<file path="config.mk">
export PLATFORM = sky130hd
export DESIGN_NAME = i2c_io_expander
export DESIGN_NICKNAME = d
export VERILOG_FILES = /design/src/rtl/exp_pkg.sv /design/src/rtl/exp_line_cond.sv /design/src/rtl/exp_i2c_target.sv /design/src/rtl/exp_pin_bank.sv /design/src/rtl/i2c_io_expander.sv
export SDC_FILE = /design/constraint.sdc
export NUM_CORES = 1
export LEC_CHECK = 0
export BUFFER_PORTS_ARGS = -buffer_cell sky130_fd_sc_hd__buf_2
export CAP_MARGIN = 20
export CORE_AREA = 5 5 104 106
export DETAILED_ROUTE_END_ITERATION = 8
export DIE_AREA = 0 0 109 111
export PLACE_DENSITY = 0.54
export RECOVER_POWER = 100
export SLEW_MARGIN = 10
export SYNTH_ARGS = -nofsm -noshare
export SYNTH_HDL_FRONTEND = slang
export SYNTH_SLANG_ARGS = --single-unit
export TNS_END_PERCENT = 10
</file>
<file path="constraint.sdc">
create_clock -name clk -period 4.4 [get_ports clk]
set_input_delay 0.22 -clock clk [delete_from_list [all_inputs] [get_ports clk]]
set_output_delay 0.22 -clock clk [all_outputs]
set_load 0.1 [all_outputs]
</file>
<file path="src/rtl/exp_pkg.sv">
package exp_pkg;

    localparam int PORT_W   = 8;
    localparam int STRAP_W  = 3;
    localparam int DEV_W    = 7;
    localparam int BITCNT_W = 4;
    localparam logic [DEV_W-STRAP_W-1:0] DEV_HI = 4'b0100;

    typedef enum logic [1:0] {
        SEL_IN  = 2'd0,
        SEL_OUT = 2'd1,
        SEL_POL = 2'd2,
        SEL_CFG = 2'd3
    } bank_sel_e;

    typedef enum logic [2:0] {
        ST_IDLE,
        ST_RX,
        ST_RACK,
        ST_TX,
        ST_TACK
    } tgt_state_e;

    typedef struct packed {
        logic start;
        logic stop;
        logic rise;
        logic fall;
        logic sda;
    } line_ev_t;

    typedef struct packed {
        logic              wr;
        logic              cmd;
        logic              rd;
        logic [PORT_W-1:0] data;
    } bank_req_t;

    function automatic logic [DEV_W-1:0] dev_addr(input logic [STRAP_W-1:0] strap);
        return {DEV_HI, strap};
    endfunction

endpackage

</file>
<file path="src/rtl/exp_line_cond.sv">
module exp_line_cond
    import exp_pkg::*;
#(
    parameter int SYNC_STAGES = 2
) (
    input  logic     clk,
    input  logic     rst,
    input  logic     scl_i,
    input  logic     sda_i,
    output line_ev_t ev_o
);

    localparam int SH_W = SYNC_STAGES + 1;

    logic [SH_W-1:0] scl_sh;
    logic [SH_W-1:0] sda_sh;

    always_ff @(posedge clk) begin
        if (rst) begin
            scl_sh <= '1;
            sda_sh <= '1;
        end else begin
            scl_sh <= {scl_sh[SH_W-2:0], scl_i};
            sda_sh <= {sda_sh[SH_W-2:0], sda_i};
        end
    end

    logic scl_now, scl_old, sda_now, sda_old;
    assign scl_now = scl_sh[SH_W-2];
    assign scl_old = scl_sh[SH_W-1];
    assign sda_now = sda_sh[SH_W-2];
    assign sda_old = sda_sh[SH_W-1];

    always_comb begin
        ev_o.start = scl_now & scl_old & sda_old & ~sda_now;
        ev_o.stop  = scl_now & scl_old & ~sda_old & sda_now;
        ev_o.rise  = scl_now & ~scl_old;
        ev_o.fall  = ~scl_now & scl_old;
        ev_o.sda   = sda_now;
    end

    a_r10_conditions_exclusive: assert property (@(posedge clk) disable iff (rst)
        $onehot0({ev_o.start, ev_o.stop, ev_o.rise, ev_o.fall}));

endmodule

</file>
<file path="src/rtl/exp_i2c_target.sv">
module exp_i2c_target
    import exp_pkg::*;
(
    input  logic              clk,
    input  logic              rst,
    input  line_ev_t          ev_i,
    input  logic [DEV_W-1:0]  dev_addr_i,
    input  logic [PORT_W-1:0] rd_byte_i,
    output bank_req_t         req_o,
    output logic              sda_pull_o
);

    localparam logic [BITCNT_W-1:0] LAST_RX = BITCNT_W'(PORT_W);
    localparam logic [BITCNT_W-1:0] LAST_TX = BITCNT_W'(PORT_W - 1);

    tgt_state_e          state_q;
    logic [BITCNT_W-1:0] bit_cnt_q;
    logic [PORT_W-1:0]   rx_q;
    logic [PORT_W-1:0]   tx_q;
    logic                rw_q;
    logic                addr_phase_q;
    logic                cmd_due_q;
    logic                nack_q;
    logic                wr_q, cmd_q, rd_q;

    always_ff @(posedge clk) begin
        if (rst) begin
            state_q      <= ST_IDLE;
            bit_cnt_q    <= '0;
            rx_q         <= '0;
            tx_q         <= '1;
            rw_q         <= 1'b0;
            addr_phase_q <= 1'b0;
            cmd_due_q    <= 1'b0;
            nack_q       <= 1'b1;
            wr_q         <= 1'b0;
            cmd_q        <= 1'b0;
            rd_q         <= 1'b0;
        end else begin
            wr_q  <= 1'b0;
            cmd_q <= 1'b0;
            rd_q  <= 1'b0;
            if (ev_i.start) begin
                state_q      <= ST_RX;
                bit_cnt_q    <= '0;
                addr_phase_q <= 1'b1;
            end else if (ev_i.stop) begin
                state_q <= ST_IDLE;
            end else begin
                unique case (state_q)
                    ST_RX: begin
                        if (ev_i.rise) begin
                            rx_q      <= {rx_q[PORT_W-2:0], ev_i.sda};
                            bit_cnt_q <= bit_cnt_q + 1'b1;
                        end else if (ev_i.fall && bit_cnt_q == LAST_RX) begin
                            if (addr_phase_q) begin
                                addr_phase_q <= 1'b0;
                                if (rx_q[PORT_W-1:1] == dev_addr_i) begin
                                    state_q   <= ST_RACK;
                                    rw_q      <= rx_q[0];
                                    cmd_due_q <= ~rx_q[0];
                                end else begin
                                    state_q <= ST_IDLE;
                                end
                            end else begin
                                state_q <= ST_RACK;
                                if (cmd_due_q) begin
                                    cmd_q     <= 1'b1;
                                    cmd_due_q <= 1'b0;
                                end else begin
                                    wr_q <= 1'b1;
                                end
                            end
                        end
                    end
                    ST_RACK: begin
                        if (ev_i.fall) begin
                            bit_cnt_q <= '0;
                            if (rw_q) begin
                                state_q <= ST_TX;
                                tx_q    <= rd_byte_i;
                                rd_q    <= 1'b1;
                            end else begin
                                state_q <= ST_RX;
                            end
                        end
                    end
                    ST_TX: begin
                        if (ev_i.fall) begin
                            tx_q      <= {tx_q[PORT_W-2:0], 1'b1};
                            bit_cnt_q <= bit_cnt_q + 1'b1;
                            if (bit_cnt_q == LAST_TX) state_q <= ST_TACK;
                        end
                    end
                    ST_TACK: begin
                        if (ev_i.rise) begin
                            nack_q <= ev_i.sda;
                        end else if (ev_i.fall) begin
                            bit_cnt_q <= '0;
                            if (!nack_q) begin
                                state_q <= ST_TX;
                                tx_q    <= rd_byte_i;
                                rd_q    <= 1'b1;
                            end else begin
                                state_q <= ST_IDLE;
                            end
                        end
                    end
                    default: ;
                endcase
            end
        end
    end

    assign sda_pull_o = (state_q == ST_RACK) || (state_q == ST_TX && !tx_q[PORT_W-1]);

    always_comb begin
        req_o.wr   = wr_q;
        req_o.cmd  = cmd_q;
        req_o.rd   = rd_q;
        req_o.data = rx_q;
    end

    a_r10_release_on_stop: assert property (@(posedge clk) disable iff (rst)
        ev_i.stop |=> !sda_pull_o);
    a_r10_start_restarts: assert property (@(posedge clk) disable iff (rst)
        ev_i.start |=> (state_q == ST_RX && bit_cnt_q == '0 && addr_phase_q));
    a_r2_single_strobe: assert property (@(posedge clk) disable iff (rst)
        $onehot0({req_o.wr, req_o.cmd, req_o.rd}));
    a_r2_bitcnt_bounded: assert property (@(posedge clk) disable iff (rst)
        bit_cnt_q <= LAST_RX);
    a_r7_nack_releases: assert property (@(posedge clk) disable iff (rst)
        (state_q == ST_TACK && ev_i.fall && nack_q && !ev_i.start) |=> !sda_pull_o);

endmodule

</file>
<file path="src/rtl/exp_pin_bank.sv">
module exp_pin_bank
    import exp_pkg::*;
(
    input  logic              clk,
    input  logic              rst,
    input  bank_req_t         req_i,
    input  logic [PORT_W-1:0] pin_i,
    output logic [PORT_W-1:0] rd_byte_o,
    output logic [PORT_W-1:0] pin_o,
    output logic [PORT_W-1:0] pin_oe_o,
    output logic              irq_n_o
);

    bank_sel_e         sel_q;
    logic [PORT_W-1:0] in_q;
    logic [PORT_W-1:0] out_q;
    logic [PORT_W-1:0] pol_q;
    logic [PORT_W-1:0] cfg_q;
    logic [PORT_W-1:0] changed;

    always_ff @(posedge clk) begin
        if (rst) begin
            sel_q <= SEL_IN;
            in_q  <= pin_i;
            out_q <= '1;
            pol_q <= '0;
            cfg_q <= '1;
        end else begin
            if (req_i.cmd) sel_q <= bank_sel_e'(req_i.data[1:0]);
            if (req_i.wr) begin
                unique case (sel_q)
                    SEL_OUT: out_q <= req_i.data;
                    SEL_POL: pol_q <= req_i.data;
                    SEL_CFG: cfg_q <= req_i.data;
                    default: ;
                endcase
            end
            if (req_i.rd && sel_q == SEL_IN) in_q <= pin_i;
        end
    end

    always_comb begin
        unique case (sel_q)
            SEL_IN:  rd_byte_o = pin_i ^ pol_q;
            SEL_OUT: rd_byte_o = out_q;
            SEL_POL: rd_byte_o = pol_q;
            default: rd_byte_o = cfg_q;
        endcase
    end

    for (genvar g = 0; g < PORT_W; g++) begin : g_pin
        assign pin_o[g]    = out_q[g];
        assign pin_oe_o[g] = ~cfg_q[g];
        assign changed[g]  = cfg_q[g] & (pin_i[g] ^ in_q[g]);
    end

    assign irq_n_o = ~|changed;

    a_r2_hold_without_write: assert property (@(posedge clk) disable iff (rst)
        !req_i.wr |=> ($stable(out_q) && $stable(pol_q) && $stable(cfg_q)));
    a_r8_input_write_ignored: assert property (@(posedge clk) disable iff (rst)
        (req_i.wr && sel_q == SEL_IN) |=> ($stable(pin_o) && $stable(pin_oe_o) && $stable(pol_q)));
    a_r9_read_clears_irq: assert property (@(posedge clk) disable iff (rst)
        (req_i.rd && sel_q == SEL_IN) |=> (irq_n_o || !$stable(pin_i)));
    a_r11_sel_holds: assert property (@(posedge clk) disable iff (rst)
        !req_i.cmd |=> $stable(sel_q));

endmodule

</file>
<file path="src/rtl/i2c_io_expander.sv">
module i2c_io_expander
    import exp_pkg::*;
#(
    parameter int SYNC_STAGES = 2
) (
    input  logic              clk,
    input  logic              rst,
    input  logic              scl_i,
    input  logic              sda_i,
    output logic              sda_pull_o,
    input  logic [STRAP_W-1:0] addr_strap_i,
    input  logic [PORT_W-1:0] pin_i,
    output logic [PORT_W-1:0] pin_o,
    output logic [PORT_W-1:0] pin_oe_o,
    output logic              irq_n_o
);

    line_ev_t          line_ev;
    bank_req_t         bank_req;
    logic [PORT_W-1:0] rd_byte;

    exp_line_cond #(.SYNC_STAGES(SYNC_STAGES)) u_cond (
        .clk   (clk),
        .rst   (rst),
        .scl_i (scl_i),
        .sda_i (sda_i),
        .ev_o  (line_ev)
    );

    exp_i2c_target u_tgt (
        .clk        (clk),
        .rst        (rst),
        .ev_i       (line_ev),
        .dev_addr_i (dev_addr(addr_strap_i)),
        .rd_byte_i  (rd_byte),
        .req_o      (bank_req),
        .sda_pull_o (sda_pull_o)
    );

    exp_pin_bank u_bank (
        .clk       (clk),
        .rst       (rst),
        .req_i     (bank_req),
        .pin_i     (pin_i),
        .rd_byte_o (rd_byte),
        .pin_o     (pin_o),
        .pin_oe_o  (pin_oe_o),
        .irq_n_o   (irq_n_o)
    );

    a_r3_outputs_only_change_on_write: assert property (@(posedge clk) disable iff (rst)
        !$past(bank_req.wr) |-> ($stable(pin_o) && $stable(pin_oe_o)));

endmodule

</file>
# [Word-level counts from Yosys, hierarchy flattened]
# Cells that the tools add are included.
[word_totals] ff_bits=70 output_inout_bits=18 word_cells=165
[op_classes] n_addsub=1 eq_ne=30 muxes=44 bitwise=42 reduce_logical=29
[ops] cell="two-way mux 8 bit" n=8
[ops] cell="one-hot mux 8 bit (3 select lines)" n=2
[ops] cell="two-way mux 3 bit" n=7
[ops] cell="!= test 4 x 3 -> 1 bit (second input constant)" n=5
[ops] cell="inverter 1 bit" n=18
[ops] cell="two-way mux 1 bit" n=16
[ops] cell="two-way mux 4 bit" n=4
[ops] cell="!= test 2 x 1 -> 1 bit (second input constant)" n=8
[ops] cell="one-hot mux 4 bit (4 select lines)" n=1
[ops] cell="AND reduction 8 bit" n=2
[ops] cell="bitwise AND 1 bit" n=15
[ops] cell="one-hot mux 3 bit (4 select lines)" n=1
[ops] cell="AND reduction 4 bit" n=3
[ops] cell="!= test 2 bit (second input constant)" n=5
[ops] cell="AND reduction 9 bit" n=1
[ops] cell="two-way mux 2 bit" n=4
[ops] cell="!= test 4 bit (second input constant)" n=2
[ops] cell="OR reduction 8 bit" n=1
[ops] cell="bitwise XOR 1 bit" n=8
[ops] cell="bitwise XOR 8 bit" n=1
[ops] cell="equality test 7 x 6 -> 1 bit" n=1
[ops] cell="AND reduction 7 bit" n=1
[ops] cell="OR reduction 7 bit" n=1
[ops] cell="equality test 3 x 2 -> 1 bit (second input constant)" n=2
[ops] cell="other kinds (21)" n=29

# [Depth between registers and ports, before layout]
# Gate-level depths: netlist (run 1).
[logic_depth] ltp_word=8 ltp_mapped=7 mapped_depth_nobuf=7

# [Hierarchy]
# From an unflattened synthesis (run 1), not the netlist that was laid out.
[hier_totals] hier_cells=364 hier_area_um2=3485.8
[by_module_without_submodules] module="exp_pin_bank" n_inst=1 cells_per_inst=163 area_per_inst_um2=1644.1 seq_area_each_um2=760.7
[by_module_without_submodules] module="exp_i2c_target" n_inst=1 cells_per_inst=182 area_per_inst_um2=1636.6 seq_area_each_um2=600.6
[by_module_without_submodules] module="exp_line_cond" n_inst=1 cells_per_inst=17 area_per_inst_um2=197.7 seq_area_each_um2=120.1
[by_module_without_submodules] module="i2c_io_expander" n_inst=1 cells_per_inst=2 area_per_inst_um2=7.5 seq_area_each_um2=0.0

# [Worst setup path before layout (run 1)]
# No wires, ideal clock.
[synth_path] path_type="reg-to-output" startpoint="register u_bank.cfg_q[4]" endpoint="output port irq_n_o" arrival_time_ps=4048 required_time_ps=4180 slack_ps=132 path_stages_with_launch=4 path_buffers=0 cell_sequence="dfxtp_1 > inv_1 > o22ai_1 > nor4_1"
[synth_via] elab_chain_len=3
[synth_rtl] item="start: declaration" line_no="exp_pin_bank.sv:18" text="logic [PORT_W-1:0] cfg_q;"
[synth_rtl] item="start signal: assignment" line_no="exp_pin_bank.sv:34" text="SEL_CFG: cfg_q <= req_i.data;"
[synth_rtl] item="bitwise AND 1 bit" line_no="exp_pin_bank.sv:54" text="assign changed[g] = cfg_q[g] & (pin_i[g] ^ in_q[g]);"
[synth_rtl] item="OR reduction 8 bit" line_no="exp_pin_bank.sv:57" text="assign irq_n_o = ~|changed;"
[synth_rtl] item="logical NOT 1 bit" line_no="exp_pin_bank.sv:57"
[synth_rtl] item="end: declaration" line_no="i2c_io_expander.sv:15" text="output logic irq_n_o"
# Every way passes these cells.

# [Final worst setup path (run 1)]
[layout_path] startpoint="input port rst" endpoint="register u_tgt.bit_cnt_q[3]"
[layout_via] elab_chain_len=1
[layout_rtl] item="start: declaration" line_no="i2c_io_expander.sv:7" text="input logic rst,"
[layout_rtl] item="OR reduction 2 bit (no line)"
[layout_rtl] item="end signal: assignment" line_no="exp_i2c_target.sv:54" text="bit_cnt_q <= bit_cnt_q + 1'b1;"
[layout_rtl] item="end signal: assignment" line_no="exp_i2c_target.sv:91" text="bit_cnt_q <= bit_cnt_q + 1'b1;"
[layout_rtl] item="end: declaration" line_no="exp_i2c_target.sv:17" text="logic [BITCNT_W-1:0] bit_cnt_q;"
# Every way passes these cells.
# A chain may end at the register's enable or synchronous reset.

==> metrics.csv, run 1 <==
stage,metric,value,unit
cts,CTS Buf Count,9,
placement,RePlAce Congestion,0.7710,
logic_synthesis,yosys warns,0,
critical_path,Setup crit start kind,input pin,
cts,clock buffer depth,2,
floorplanning,IO Count,33,
critical_path,Worst Path Max Fanout,57,
grt,first-pass GRT wire length,12.29,mm
critical_path,CP Buf/Inv Count,1,
routing,Detailed Routing Iterations Pass 1,4,
sta,Max-slew headroom,-59.79,%
layout,Multi-input gate area,1663,sq um
critical_path,cell family with most CP delay,buffers and inverters,
sta,Max Slew Vio Count,58,
power_and_ir_drop,Sequential Power Share,49.8,%
layout,"commonest non-fill, non-tap cell in the layout",dfxtp_1,
cts,clk_lat worst skew,0.36,ns
sta,Tmin final,2.517,ns
logic_synthesis,Most used DFF post-synth,dfxtp_1,
critical_path,max incr delay on CP,1.66,ns
critical_path,Worst EP required,4.64,ns
status,violations in the final reports,"max-capacitance violations, max-slew violations",
logic_synthesis,Syn Nets,379,
logic_synthesis,"FF+latch count, synth",70,
status,status,"finished, violations left",
routing,routed wire length,7.566,mm
floorplanning,Initial Util,34.22,%
logic_synthesis,top cell type's share of synthesized area,37.45,%
layout,fin cells,520,
critical_path,CP Capture Type,register,
logic_synthesis,Post-Syn Area,3314,sq um
critical_path,CP cell instances,"clkbuf_1, nor2_1, and3_1, a32o_1",
power_and_ir_drop,PwrDens,353.1,nW/um^2
cts,Max H-tree Level,3,
sta,final worst slack,1.883,ns
layout,layout cells sized above 1,9.302,%
floorplanning,FP Rows,36,
layout,post-layout instance area,3732,sq um
sta,Worst Hold Margin,0.04869,ns
logic_synthesis,post-synthesis sequential area ratio,44.70,%
sta,Final setup viols,0,
hold_path,min-delay worst type,in -> reg,
logic_synthesis,Syn Inst Count,362,
sta,"Hold Vio Cnt, Final",0,
critical_path,Slowest cell on crit path,clkbuf_1,
layout,most frequent cells in the layout,"dfxtp_1 (62), nor2_1 (37), nand2_1 (37)",
logic_synthesis,main area contributors after synthesis,"dfxtp_1 (37%), edfxtp_1 (7.2%), mux2i_1 (6.0%), xnor2_1 (4.5%), nand2_1 (4.2%)",
layout,Seq. cell area,1481,sq um
cts,clk slew on worst S/H paths,0.07,ns
job,maxcap violations,1,
routing,routed vias,2598,
grt,total track usage,13.00,%
cts,hold_buf cts,0,
power_and_ir_drop,Int Power,1.025,mW
layout,fin util,38.54,%
placement,pre-CTS setup slack,2.024,ns
floorplanning,Die ar.,12100,sq um
power_and_ir_drop,Sw Ratio,22.19,%
cts,# Post-CTS Setup Buffers,0,
sta,Setup Skew,0.01690,ns
grt,initial antenna violation count,0,
floorplanning,Die Wd,109,um
cts,root cell of the clock tree,clkbuf_8,
cts,CTS tree,done,
placement,PortBufs,32,
sta,unrepaired setup endpoints after global routing,false,
routing,Via density,4.996,
layout,n_diodes,0,
routing,Final ANT Viol Nets,0,
critical_path,Crit path depth,4,
floorplanning,die height,111,um
sta,Tcrit/Tclk final,57.21,%
hold_path,Hold Path Stages,2,
logic_synthesis,Yosys top cell by area,dfxtp_1,
cts,Resized cells post-CTS,0,
routing,Iteration-0 DRC Markers,71,
logic_synthesis,Post-synth ARST share,0,%
layout,synthesis-to-finish area growth,12.61,%
logic_synthesis,syn_area_per_cell,9.156,sq um
power_and_ir_drop,P_leak,1.455,nW
layout,fillcell total,997,
routing,# DRC,0,
placement,placed inst area,3538,sq um
power_and_ir_drop,Comb pwr share,4.3,%
critical_path,crit path DAT,2.76,ns
critical_path,Worst Reg-to-Reg Cells,4,
sta,setup_tns,0,ns
routing,drt wl/cell,14.55,um
logic_synthesis,"EDFF count, synth",8,
placement,Placed Instances,504,
logic_synthesis,count of cell types in the netlist,52,
power_and_ir_drop,peak supply drop,0.1388,mV
grt,largest net degree at the start of global routing,58,
sta,Worst Max-Slew Pin Slew,2.397,ns
floorplanning,Core Area,9684,sq um
sta,Max Fclk,397.2,MHz
critical_path,critical path class,in -> reg,
placement,DP HPWL,5.228,mm
layout,Final Net Count,399,
cts,CTS Sinks,70,
grt,Congestion Overflow GR,0,
power_and_ir_drop,Clk pwr share,45.9,%
power_and_ir_drop,Switch Pwr,0.2925,mW
grt,number of global-route vias before repair,2350,
power_and_ir_drop,overall power after layout,1.318,mW
[worst paths after layout]
check	startpoint	endpoint	slack, ns
worst max-delay path	rst	u_tgt.bit_cnt_q[3]	1.88
worst min-delay path	scl_i	u_cond.scl_sh[0]	0.05
worst max register to register	u_tgt.state_q[0]	u_tgt.state_q[1]	1.89
worst min register to register	u_cond.sda_sh[0]	u_cond.sda_sh[1]	0.41
[layout make-up]
class / instances / share of cell area (%)
Multi-Input combinational cell: 255 / 44.55
Sequential cell: 70 / 39.69
Clock buffer: 13 / 5.129
Tap cell: 133 / 4.459
Timing Repair Buffer: 33 / 3.587
Inverter: 13 / 1.307
Clock inverter: 3 / 1.274
[synth_stat cells, drive strengths merged, types with 3 or more instances]
library cell  count
dfxtp            62
nand2            37
nor2             37
mux2i            20
xnor2            17
a21oi            15
clkbuf           14
inv              13
nand3b           11
a211o            10
buf              10
nand2b            9
nand3             9
or2               9
edfxtp            8
a21boi            7
a2bb2oi           7
o211ai            7
o21ai             7
nor3b             6
a22oi             4
nor2b             4
nor3              4
o22ai             4
and3              3
mux2              3
[state kept, by name (all words and copies together), names as in the netlist, 2 cells and up]
| register | count |
|---|---|
| u_cond.scl_sh | 3 |
| u_bank.pin_o | 8 |
| u_tgt.state_q | 3 |
| u_bank.cfg_q | 8 |
| u_tgt.rx_q | 8 |
| u_bank.sel_q | 2 |
| u_bank.in_q | 8 |
| u_tgt.bit_cnt_q | 4 |
| u_bank.pol_q | 8 |
| u_cond.sda_sh | 3 |
| u_tgt.tx_q | 8 |
[cell families after synthesis]
| logic type | after synthesis | synth area share (%) |
|---|---|---|
| adders and majority gates | 2 | 0.7549 |
| muxes | 23 | 7.059 |
| buffers and inverters | 37 | 4.794 |
| xor gates and xnor gates | 17 | 4.492 |
| DFF | 70 | 44.70 |
| and+or+nand+nor | 137 | 21.56 |
| AOI/OAI and AO/OA | 76 | 16.65 |
[power groups by stage]
stage          logic [mW]  clock network, mW  registers (mW)
6_report           0.0566              0.605           0.657
5_1_grt            0.0638              0.645           0.658
4_1_cts            0.0594              0.615           0.657
3_5_place_dp       0.0588                  0           0.672
3_3_place_gp       0.0583                  0           0.672
2_1_floorplan      0.0403                  0           0.670
[routing by layer]
layer,routed length (um),vias up,track usage (%)
li1,-,1313,-
met1,3824,1240,18.84
met2,3387,37,18.43
met3,256,8,2.679
met4,97,0,5.556
met5,0,-,0
[worst reg2reg max path, stage by stage (launching register included)]
cell       delay (ns)
dfxtp_1          0.61
nor2b_1          0.65
nand3_1          0.36
a211o_1          0.40
a2111oi_0        0.37
No activity file was read; power rests on OpenSTA's default activity.
==> inputs of run 2 (changes only) <==
--- a/config.mk
+++ b/config.mk
@@ -10,7 +10,7 @@
 export CORE_AREA = 5 5 104 106
 export DETAILED_ROUTE_END_ITERATION = 8
 export DIE_AREA = 0 0 109 111
-export PLACE_DENSITY = 0.54
+export PLACE_DENSITY = 0.56
 export RECOVER_POWER = 100
 export SLEW_MARGIN = 10
 export SYNTH_ARGS = -nofsm -noshare
==> constraint.sdc (replaced) <==
create_clock -name clk -period 2.2 [get_ports clk]
set_input_delay 0.11 -clock clk [delete_from_list [all_inputs] [get_ports clk]]
set_output_delay 0.11 -clock clk [all_outputs]
set_load 0.1 [all_outputs]
==> run 2 against run 1 <==
The flow still finishes with violations (max-capacitance violations, max-slew violations). Global-route usage grew 0.65 points. Clock power grew 88%. Setup slack got worse by 1.7 ns. Sequential share of layout area down 1.9 points. Cell area up 5.0%. Register-to-register slack worse by 1.7 ns. Utilization grew 1.9 points. Wire length grew 4.0%. Highest routed layer unchanged.
==> metrics.csv, run 2 (synthesis results as in run 1) <==
stage,metric,value,unit,change
sta,"Hold Vio Cnt, Final",0,,unchanged
grt,first-pass GRT wire length,12.83,mm,+4.4%
layout,synthesis-to-finish area growth,18.27,%,
critical_path,Setup crit start kind,register,,
sta,Setup Skew,0.01172,ns,-0.005176 ns
layout,layout cells sized above 1,13.30,%,+4.0 points
cts,clk_lat worst skew,0.35,ns,about the same
power_and_ir_drop,Switch Pwr,0.5863,mW,+100%
sta,Max Fclk,505.7,MHz,
critical_path,critical path class,reg -> reg,,
cts,clock buffer depth,2,,unchanged
critical_path,crit path DAT,2.12,ns,-0.64 ns
floorplanning,IO Count,33,,unchanged
power_and_ir_drop,Int Power,2.004,mW,+95%
hold_path,min-delay worst type,in -> reg,,
layout,Final Net Count,418,,+4.8%
placement,pre-CTS setup slack,0.3672,ns,-1.657 ns
floorplanning,Die Wd,109,um,unchanged
hold_path,Hold Path Stages,2,,unchanged
floorplanning,die height,111,um,unchanged
cts,CTS Buf Count,9,,unchanged
routing,# DRC,0,,unchanged
status,status,"finished, violations left",,
critical_path,Worst Reg-to-Reg Cells,5,,+1
grt,number of global-route vias before repair,2523,,+7.4%
layout,fin cells,539,,+3.7%
sta,Worst Max-Slew Pin Slew,1.719,ns,-0.6777 ns
routing,routed vias,2642,,+1.7%
power_and_ir_drop,Sequential Power Share,50.7,%,+0.9 points
power_and_ir_drop,PwrDens,660.7,nW/um^2,+87%
critical_path,Worst EP required,2.34,ns,-2.30 ns
cts,clk slew on worst S/H paths,0.08,ns,about the same
routing,Final ANT Viol Nets,0,,unchanged
cts,CTS Sinks,70,,unchanged
placement,DP HPWL,5.636,mm,+7.8%
cts,# Post-CTS Setup Buffers,0,,unchanged
floorplanning,Initial Util,34.22,%,unchanged
cts,CTS tree,done,,
critical_path,Worst Path Max Fanout,13,,-77%
power_and_ir_drop,Comb pwr share,5.2,%,+0.9 points
floorplanning,Die ar.,12100,sq um,unchanged
power_and_ir_drop,Clk pwr share,44.1,%,-1.8 points
job,maxcap violations,1,,unchanged
routing,routed wire length,7.865,mm,+4.0%
critical_path,CP Capture Type,register,,
routing,Iteration-0 DRC Markers,121,,+70%
critical_path,Worst R2R Start,u_tgt.state_q[0],,
grt,total track usage,13.64,%,+0.65 points
sta,Max-slew headroom,-14.62,%,+45 points
layout,Multi-input gate area,1689,sq um,+1.6%
critical_path,FF-to-FF setup slack,0.22,ns,-1.67 ns
sta,Tmin final,1.978,ns,
cts,root cell of the clock tree,clkbuf_8,,
cts,Resized cells post-CTS,0,,unchanged
critical_path,R2R Path End,u_tgt.rx_q[6],,
hold_path,Hold Path Sink,u_bank.pol_q[0],,
cts,Max H-tree Level,3,,unchanged
sta,Max Slew Vio Count,43,,-26%
sta,final worst slack,0.2224,ns,-1.660 ns
grt,Congestion Overflow GR,0,,unchanged
placement,RePlAce Congestion,0.7826,,+1.5%
cts,hold_buf cts,10,,+10
sta,unrepaired setup endpoints after global routing,false,,
floorplanning,FP Rows,36,,unchanged
power_and_ir_drop,Sw Ratio,22.64,%,+0.44 points
power_and_ir_drop,peak supply drop,0.4359,mV,+210%
power_and_ir_drop,P_leak,1.450,nW,-0.37%
layout,fillcell total,1003,,+0.60%
grt,largest net degree at the start of global routing,43,,-26%
status,violations in the final reports,"max-capacitance violations, max-slew violations",,
floorplanning,Core Area,9684,sq um,unchanged
hold_path,hold path startpoint,rst,,
routing,drt wl/cell,14.59,um,+0.29%
routing,Via density,4.902,,-1.9%
layout,n_diodes,0,,unchanged
layout,"commonest non-fill, non-tap cell in the layout",dfxtp_1,,
layout,Seq. cell area,1481,sq um,unchanged
placement,PortBufs,32,,unchanged
layout,most frequent cells in the layout,"dfxtp_1 (62), nor2_1 (37), nand2_1 (37)",,
sta,Tcrit/Tclk final,89.89,%,
grt,initial antenna violation count,0,,unchanged
sta,Final setup viols,0,,unchanged
routing,Detailed Routing Iterations Pass 1,4,,unchanged
placement,Placed Instances,513,,+1.8%
-- run 2: cell types whose count changed in the layout (fill, tap and decap cells not counted), sizes merged --
cell	change
buf	+6
bufinv	+1
clkinv	+1
clkinvlp	+9
dlygate4sd3	+10
inv	-8
-- run 2: power groups by stage --
stage,Combinational [mW],Clock (mW),Sequential [mW]
after floorplan,0.0850,0,1.34
after global placement,0.125,0,1.34
after detailed placement,0.125,0,1.34
after CTS,0.140,1.17,1.31
after global routing,0.149,1.23,1.32
final,0.134,1.14,1.31
-- run 2: how the worst max path moves through the flow --
stage	cells past startpoint	from	endpoint	slack, ns
after CTS	6	pin_i[0]	irq_n_o	0.22
final	5	u_tgt.state_q[0]	u_tgt.rx_q[6]	0.22
after global placement	5	u_tgt.state_q[0]	u_tgt.state_q[1]	0.42
after detailed placement	4	u_tgt.state_q[0]	u_tgt.state_q[1]	0.37
after floorplan	3	u_tgt.state_q[2]	sda_pull_o	-0.000003
after global routing	5	u_tgt.state_q[0]	u_tgt.rx_q[6]	0.07
-- run 2: cell type report --
type                    instances  area share (%)
clock buffers                  10           3.256
inverters                      13           2.011
clock inverters                 6           2.202
multi-input cells             255           43.09
flip-flops and latches         70           37.79
well taps                     133           4.245
repair buffers                 52           7.405
-- run 2: critical path: stages, from the launching register on --
cell and delay, ns:
dfxtp_1 0.61, nor2b_1 0.26, clkbuf_1 0.40, nand2_1 0.30
nand2_1 0.14, a21oi_1 0.07
-- run 2: through the flow --
stage | hold WS (ns) | area (sq um) | power (mW) | setup TNS, ns | util [%]
CTS | 0.1091 | 3965 | 2.624 | 0 | 40.94
floorplan | 0.2089 | 3359 | 1.426 | -0.000002887 | -
finish | 0.1714 | 3920 | 2.590 | 0 | 40.48
global route | 0.1947 | 3920 | 2.697 | 0 | 40.48
detailed placement | 0.2958 | 3651 | 1.469 | 0 | 37.70
global placement | 0.2932 | 3651 | 1.468 | 0 | 37.70
-- run 2: routing by layer --
layer  routed length [um]  track usage [%]
met1                 3842            18.97
met5                    0                0
met4                  133            6.313
met3                  311            2.504
met2                 3577            20.23
